File: src/rtl/caliper_rx.sv
module caliper_rx #(
  parameter int WORD_BITS = 24,
  parameter int IDLE_W    = 16
) (
  input  logic                 clk,
  input  logic                 rst_n,
  input  logic                 cal_clk,
  input  logic                 cal_data,
  input  logic [IDLE_W-1:0]    idle_limit,
  output logic [WORD_BITS-1:0] word_a,
  output logic [WORD_BITS-1:0] word_b,
  output logic                 frame_valid,
  output logic                 frame_short
);
  localparam int FRAME_BITS = 2 * WORD_BITS;
  localparam int CNT_W      = $clog2(FRAME_BITS);

  logic [1:0]            ck_sync, dt_sync;
  logic                  ck_prev;
  logic [FRAME_BITS-1:0] shreg;
  logic [CNT_W-1:0]      cnt;
  logic [IDLE_W-1:0]     idle_cnt;

  wire                  ck       = ck_sync[1];
  wire                  fall     = ck_prev & ~ck;
  wire                  edge_hit = ck_prev ^ ck;
  wire                  last_bit = fall && (cnt == CNT_W'(FRAME_BITS - 1));
  wire                  timeout  = !edge_hit && (idle_cnt >= idle_limit) && (cnt != '0);
  wire [FRAME_BITS-1:0] next_sh  = {dt_sync[1], shreg[FRAME_BITS-1:1]};

  always_ff @(posedge clk or negedge rst_n) begin
    if (!rst_n) begin
      ck_sync     <= '0;
      dt_sync     <= '0;
      ck_prev     <= 1'b0;
      shreg       <= '0;
      cnt         <= '0;
      idle_cnt    <= '0;
      word_a      <= '0;
      word_b      <= '0;
      frame_valid <= 1'b0;
      frame_short <= 1'b0;
    end else begin
      ck_sync     <= {ck_sync[0], cal_clk};
      dt_sync     <= {dt_sync[0], cal_data};
      ck_prev     <= ck;
      frame_valid <= last_bit;
      frame_short <= timeout;

      if (edge_hit)
        idle_cnt <= '0;
      else if (idle_cnt < idle_limit)
        idle_cnt <= idle_cnt + 1'b1;

      if (fall) begin
        shreg <= next_sh;
        cnt   <= last_bit ? '0 : cnt + 1'b1;
      end else if (timeout) begin
        cnt <= '0;
      end

      if (last_bit) begin
        word_a <= next_sh[WORD_BITS-1:0];
        word_b <= next_sh[FRAME_BITS-1:WORD_BITS];
      end
    end
  end

  a_r4_valid_single: assert property (@(posedge clk) disable iff (!rst_n)
    frame_valid |=> !frame_valid);

  a_r2_valid_after_fall: assert property (@(posedge clk) disable iff (!rst_n)
    frame_valid |-> $past(fall));

  a_r5_words_hold: assert property (@(posedge clk) disable iff (!rst_n)
    !frame_valid |-> ($stable(word_a) && $stable(word_b)));

  a_r6_short_needs_partial: assert property (@(posedge clk) disable iff (!rst_n)
    frame_short |-> ($past(cnt) != '0 && cnt == '0));

  a_r8_exclusive: assert property (@(posedge clk) disable iff (!rst_n)
    !(frame_valid && frame_short));

  a_r8_count_range: assert property (@(posedge clk) disable iff (!rst_n)
    cnt < CNT_W'(FRAME_BITS));
endmodule

File: config.mk
export PLATFORM = sky130hd
export DESIGN_NAME = caliper_rx
export DESIGN_NICKNAME = d
export VERILOG_FILES = /design/src/rtl/caliper_rx.sv
export SDC_FILE = /design/constraint.sdc
export NUM_CORES = 1
export LEC_CHECK = 0
export BUFFER_PORTS_ARGS = -buffer_cell sky130_fd_sc_hd__buf_4
export CAP_MARGIN = 20
export CORE_MARGIN = 2
export CORE_UTILIZATION = 57
export DETAILED_ROUTE_END_ITERATION = 10
export PLACE_DENSITY = 0.79
export SKIP_CTS_REPAIR_TIMING = 1
export SYNTH_ARGS = -nofsm -noshare
export SYNTH_HDL_FRONTEND = slang
export SYNTH_SLANG_ARGS = --single-unit
File: constraint.sdc
create_clock -name clk -period 2.68 [get_ports clk]
set_clock_uncertainty 0.15 [all_clocks]
set_input_delay 0.268 -clock clk [delete_from_list [all_inputs] [get_ports clk]]
set_output_delay 0.268 -clock clk [all_outputs]
set_load 0.005 [all_outputs]
Yosys cells after proc, flatten, opt, wreduce, memory -nomap -nowiden
Index checks and enable logic that the tools add are counted.
Cells by class
  equal/unequal tests: 1
  $add $sub $neg: 2
  mux-type cells: 5
  bitwise operators: 3
  reductions and logical operators: 7
  $lt $le $gt $ge: 2
Operators by type and width (number)
  $mux W16: 2
  $mux W6: 3
  $add A16 B1 Y16 const B: 1
  $ge A16 B16 Y1: 1
  $lt A16 B16 Y1: 1
  $add A6 B1 Y6 const B: 1
  $eq A6 B6 Y1 const B: 1
  $reduce_bool A6 Y1: 1
  $reduce_bool A2 Y1: 2
  $logic_and A1 B1 Y1: 3
  $and A1 B1 Y1: 1
  $logic_not A1 Y1: 1
  $not A1 Y1: 1
  $xor A1 B1 Y1: 1
Word-level totals
  output and inout port bits: 50
  bits of input ports: 20
  register bits: 125
  logic and storage cells: 30

Depth between registers and ports, before layout
  depth after elaboration: 6
  mapped depth: 9
  depth with buffers taken out: 8

Least setup slack after synthesis
OpenSTA, ideal clock, no wires.
  path type: reg2reg
  start: reg idle_cnt[3]
  end: reg idle_cnt[6]
  buffers on the path: 1
  path slack: 0.225 ns
  setup time: 0.078 ns
  period minus slack after synthesis: 2.455 ns
  arrival: 2.227 ns
  data required time: 2.452 ns
  cell stages (with the launch flop): 8
  cell sequence: dfrtp_1 ha_1 a21oi_1 a21oi_4 or3_1 buf_6 or4_1 a21oi_1
Between the ends
  longest elaborated chain between the ends: 3
  elaborated cells on any way between the ends: 5
  classes of those cells: 1 x add/sub; 1 x order compare; 2 x mux; 1 x reduce/logical
Ends and longest elaborated chain
  start, declared: line 22  | logic [IDLE_W-1:0] idle_cnt;
  start signal, assigned: line 53  | idle_cnt <= idle_cnt + 1'b1;
  $add A16 B1 Y16: line 53
  $mux W16: line 52  | else if (idle_cnt < idle_limit)
  $mux W16: line 50  | if (edge_hit)
Several ways; a longest one is shown, not always the timed one. The select of a mux whose other input is x is not followed.
A chain may end at the register's enable or synchronous reset.

Worst setup path in the final report
  start: reg idle_cnt[13]
  end: reg cnt[0]
Between the ends
  longest elaborated chain between the ends: 4
Ends and longest elaborated chain
  $ge A16 B16 Y1: line 28  | wire timeout = !edge_hit && (idle_cnt >= idle_limit) && (cnt != '0);
  $logic_and A1 B1 Y1 (2 in a row): line 28
  $reduce_bool A2 Y1 (no source line)
  end signal, assigned: line 57  | cnt <= last_bit ? '0 : cnt + 1'b1;
  end, declared: line 21  | logic [CNT_W-1:0] cnt;
No other way between the ends.

==> Flow_metrics.wiki <==
{| class="wikitable"
! Metric !! Value
|-
| P per Cell Area || 707.1 nW/um2
|-
| Relative contribution of combinational cells to total power || 7.7%
|-
| Power share of the sequential group || 46.0%
|-
| Cells after DPL || 568
|-
| Yosys reg bits || 124
|-
| Mapped cell area || 5311 um2
|-
| Proportion of layout cells with a drive suffix above 1 || 44.60%
|-
| Hold Vio Cnt, Final || 0
|-
| Fraction of the mapped netlist area in simple logic gates || 7.562%
|-
| Global-route wire length before repair || 16460 um
|-
| Routed via count divided by cell count || 5.553
|-
| Core region area || 9153 um2
|-
| Max VDD drop || 0.4325 mV
|-
| Pin count of the biggest net entering global routing || 54
|-
| Internal power component || 3555 uW
|-
| Slew of the pin with the lowest slew margin || 0.6660 ns
|-
| Critical-path cell with the highest stage delay || or4_1
|-
| RSZ-0062 raised after global routing || no
|-
| Summed negative setup slack over all endpoints || 0 ns
|-
| Max-slew violation count || 0
|-
| Layout net count || 519
|-
| Die area || 10110 um2
|-
| Net Sw Power || 1111 uW
|-
| CTS tree || yes
|-
| Proportion of synthesized area in mux cells || 20.71%
|-
| Area share of the leading cell type in the synthesized netlist || 58.42%
|-
| Period utilization || 94.59%
|-
| Multi-input gate area in the final layout || 2066 um2
|-
| LEAKAGE || 0.003333 uW
|-
| Worst endpoint required time || 2.91 ns
|-
| Top-level port count || 70
|-
| Ranking of synthesized cells by area || dfrtp_1 58%, mux2_2 20%, ha_1 4.7%
|-
| Share of the synthesized area in compound gates (AO/OA/AOI/OAI) || 3.675%
|-
| Setup crit start kind || register
|-
| Cell area after placement || 5982 um2
|-
| Worst Hold Margin || 0.1848 ns
|-
| CP Capture Type || register
|-
| Num Clock Sinks || 124
|-
| Highest fanout seen on the critical path || 4
|-
| Delay-heaviest family, CP || simple AND/OR/NAND/NOR gates
|-
| Xor-xnor portion of the synthesized cell area || 1.814%
|-
| Via count || 3343
|-
| Longest Clk Path Bufs || 2
|-
| Distinct cells, synth || 38
|-
| Minimum clock period || 2.535 ns
|-
| Flip-flop and latch area || 3103 um2
|-
| Die Span Y || 100.5 um
|-
| Adder-Cell Fraction of Synth Area || 4.711%
|-
| Post-DP HPWL || 6403 um
|-
| Count of antenna diodes in the layout || 0
|-
| Horiz. Die Dim || 100.5 um
|-
| All-Layer GR Usage || 20.89%
|-
| F_max || 394.5 MHz
|-
| Portion of the post-synthesis area used by sequential elements || 58.42%
|-
| Share of power burned in the clock network || 46.3%
|-
| Final core utilization || 72.10%
|-
| Number of antenna violations at the first check in global routing || 0
|-
| Number of warning messages in the yosys log || 0
|-
| Number of global-route vias before repair || 3444
|-
| Post-synth top area cell || dfrtp_1
|-
| Critical path buffers and inverters || 0
|-
| Filler instances || 615
|-
| Type of the setup path with the least slack || register to register
|-
| Net count after synthesis || 437
|-
| Initial standard-cell utilization of the core || 58.03%
|-
| List of cells traversed by the critical path || ha_1 -> nand4_1 -> or4_1 -> a31oi_1 -> or3_2 -> nand3_1 -> a31o_2
|-
| Initial DRC count || 140
|-
| Count of unresolved DRC violations after routing || 0
|-
| Growth of design area from synthesis to finish || 24.24%
|-
| Deepest level of the CTS H-tree || 4
|-
| Clock root buffer || clkbuf_8
|-
| Reported max-cap violation count || 0
|-
| Final Routed Wirelength || 9594 um
|-
| Post-synthesis average cell area || 13.38 um2
|-
| Worst slew margin relative to its limit || 55.60%
|-
| Number of clock buffers inserted by TritonCTS || 17
|-
| Tightest Hold Check Type || input port to async pin
|-
| Dominant combinational cell family by area after synthesis || multiplexers
|-
| Average wire per cell in the routed design || 15.94 um
|-
| Global route overflow || 0
|-
| # port buffers || 69
|-
| Number of iterations in the first detailed-routing pass || 5
|-
| Post-route antenna net violation count || 0
|-
| Clk_lat worst skew || 0.50 ns
|-
| Final non-filler cell area || 6599 um2
|-
| Largest incremental delay on the critical path || 0.62 ns
|-
| Post-synthesis instance total || 397
|-
| Number of rows created at floorplan || 35
|-
| Clock slew at reported path FFs || 0.06 ns
|-
| Count of non-filler cells in the finished layout || 602
|-
| Count of endpoints failing setup in the final report || 0
|-
| RePlAce Congestion || 0.9404
|-
| Crit path DAT || 2.76 ns
|-
| Run status || completed
|-
| Switching Share || 23.81%
|}
cell usage in the layout (no fill, tap or decap), types with 4 or more instances in the layout:
cell and instances:
dfrtp_1 124, mux2_2 95, buf_4 75, inv_1 23
ha_1 19, nor2_1 16, clkbuf_16 16, nand2_1 12
nand3_1 10, xnor2_1 10, nand4_1 9, a21oi_1 9
nor4_1 7, clkinv_4 5, o21ai_0 4, a31oi_1 4
or3_2 4
synthesized netlist by cell type:
master,number
or2_4,1
o31ai_1,2
and3_1,1
o21a_1,1
dfrtp_1,124
and2_1,1
o21ai_0,4
o211ai_2,1
o21ai_1,1
nand2_1,12
clkbuf_1,10
buf_2,6
nor2b_1,1
inv_1,23
nor2_1,16
mux2_2,95
nand4_1,9
a21oi_4,1
or3_1,1
a31o_2,3
mux2i_1,3
nor4b_1,2
o2bb2ai_1,1
nand4b_1,1
or3_2,4
xor2_1,1
a21oi_2,1
a31oi_1,4
buf_6,1
a21oi_1,10
nand2b_1,2
nor4_1,8
ha_1,20
xnor2_1,10
nand3_1,10
nor3b_1,1
or4_1,2
nor3_1,3
stage by stage:
step	total power [uW]	worst slack [ns]
6_report	4666	0.1450
5_1_grt	4877	0.02083
4_1_cts	4705	-0.004883
3_5_place_dp	2533	0.08973
3_3_place_gp	2498	0.1363
2_1_floorplan	2373	0.2253
cell families after synthesis:
logic type | Yosys count
AND/OR/NAND/NOR | 75
AO/OA/AOI/OAI | 29
multiplexers | 98
adder cells (fa/ha/maj) | 20
XOR/XNOR | 11
flip-flops | 124
buffers and inverters | 40
flip-flops by register name (all words and copies together), names as in the netlist:
name and count:
dt_sync 2, idle_cnt 16, cnt 6, word_a 24
frame_short 1, word_b 24, ck_sync 2, ck_prev 1
shreg 47, frame_valid 1
power by group through the flow:
stage	Combinational, uW	Clock [uW]	Sequential, uW
finish	360	2160	2140
global route	408	2300	2170
CTS	364	2200	2140
detailed placement	360	0	2170
global placement	337	0	2160
floorplan	243	0	2130
worst paths after layout:
check | from | end | slack [ns] | cells past startpoint
setup / recovery | idle_cnt[13] | cnt[0] | 0.15 | 7
hold / removal | rst_n | word_b[13] | 0.18 | 2
setup reg to reg | idle_cnt[13] | cnt[0] | 0.15 | 7
hold reg to reg | ck_sync[0] | ck_sync[1] | 0.20 | 0
max in group asynchronous | rst_n | frame_valid | 1.40 | 3
min in group clk | ck_sync[0] | ck_sync[1] | 0.20 | 0
final cells by class:
| cell class | instances | share of cell area, % |
|---|---|---|
| repair buffers | 80 | 9.594 |
| clock buffers | 18 | 6.485 |
| well taps | 111 | 2.105 |
| inverters | 23 | 1.308 |
| clock inverters | 13 | 2.181 |
| flip-flops and latches | 124 | 47.02 |
| multi-input cells | 233 | 31.30 |
per-layer routing:
metal,GRT usage (%),part of all wire (%),vias to the layer above
met4,8.430,1.2,0
met3,5.132,3.7,10
met1,26.61,43,1672
met2,34.54,52,87
li1,-,-,1574
met5,0,0,-
(Power assumes the default switching activity.)
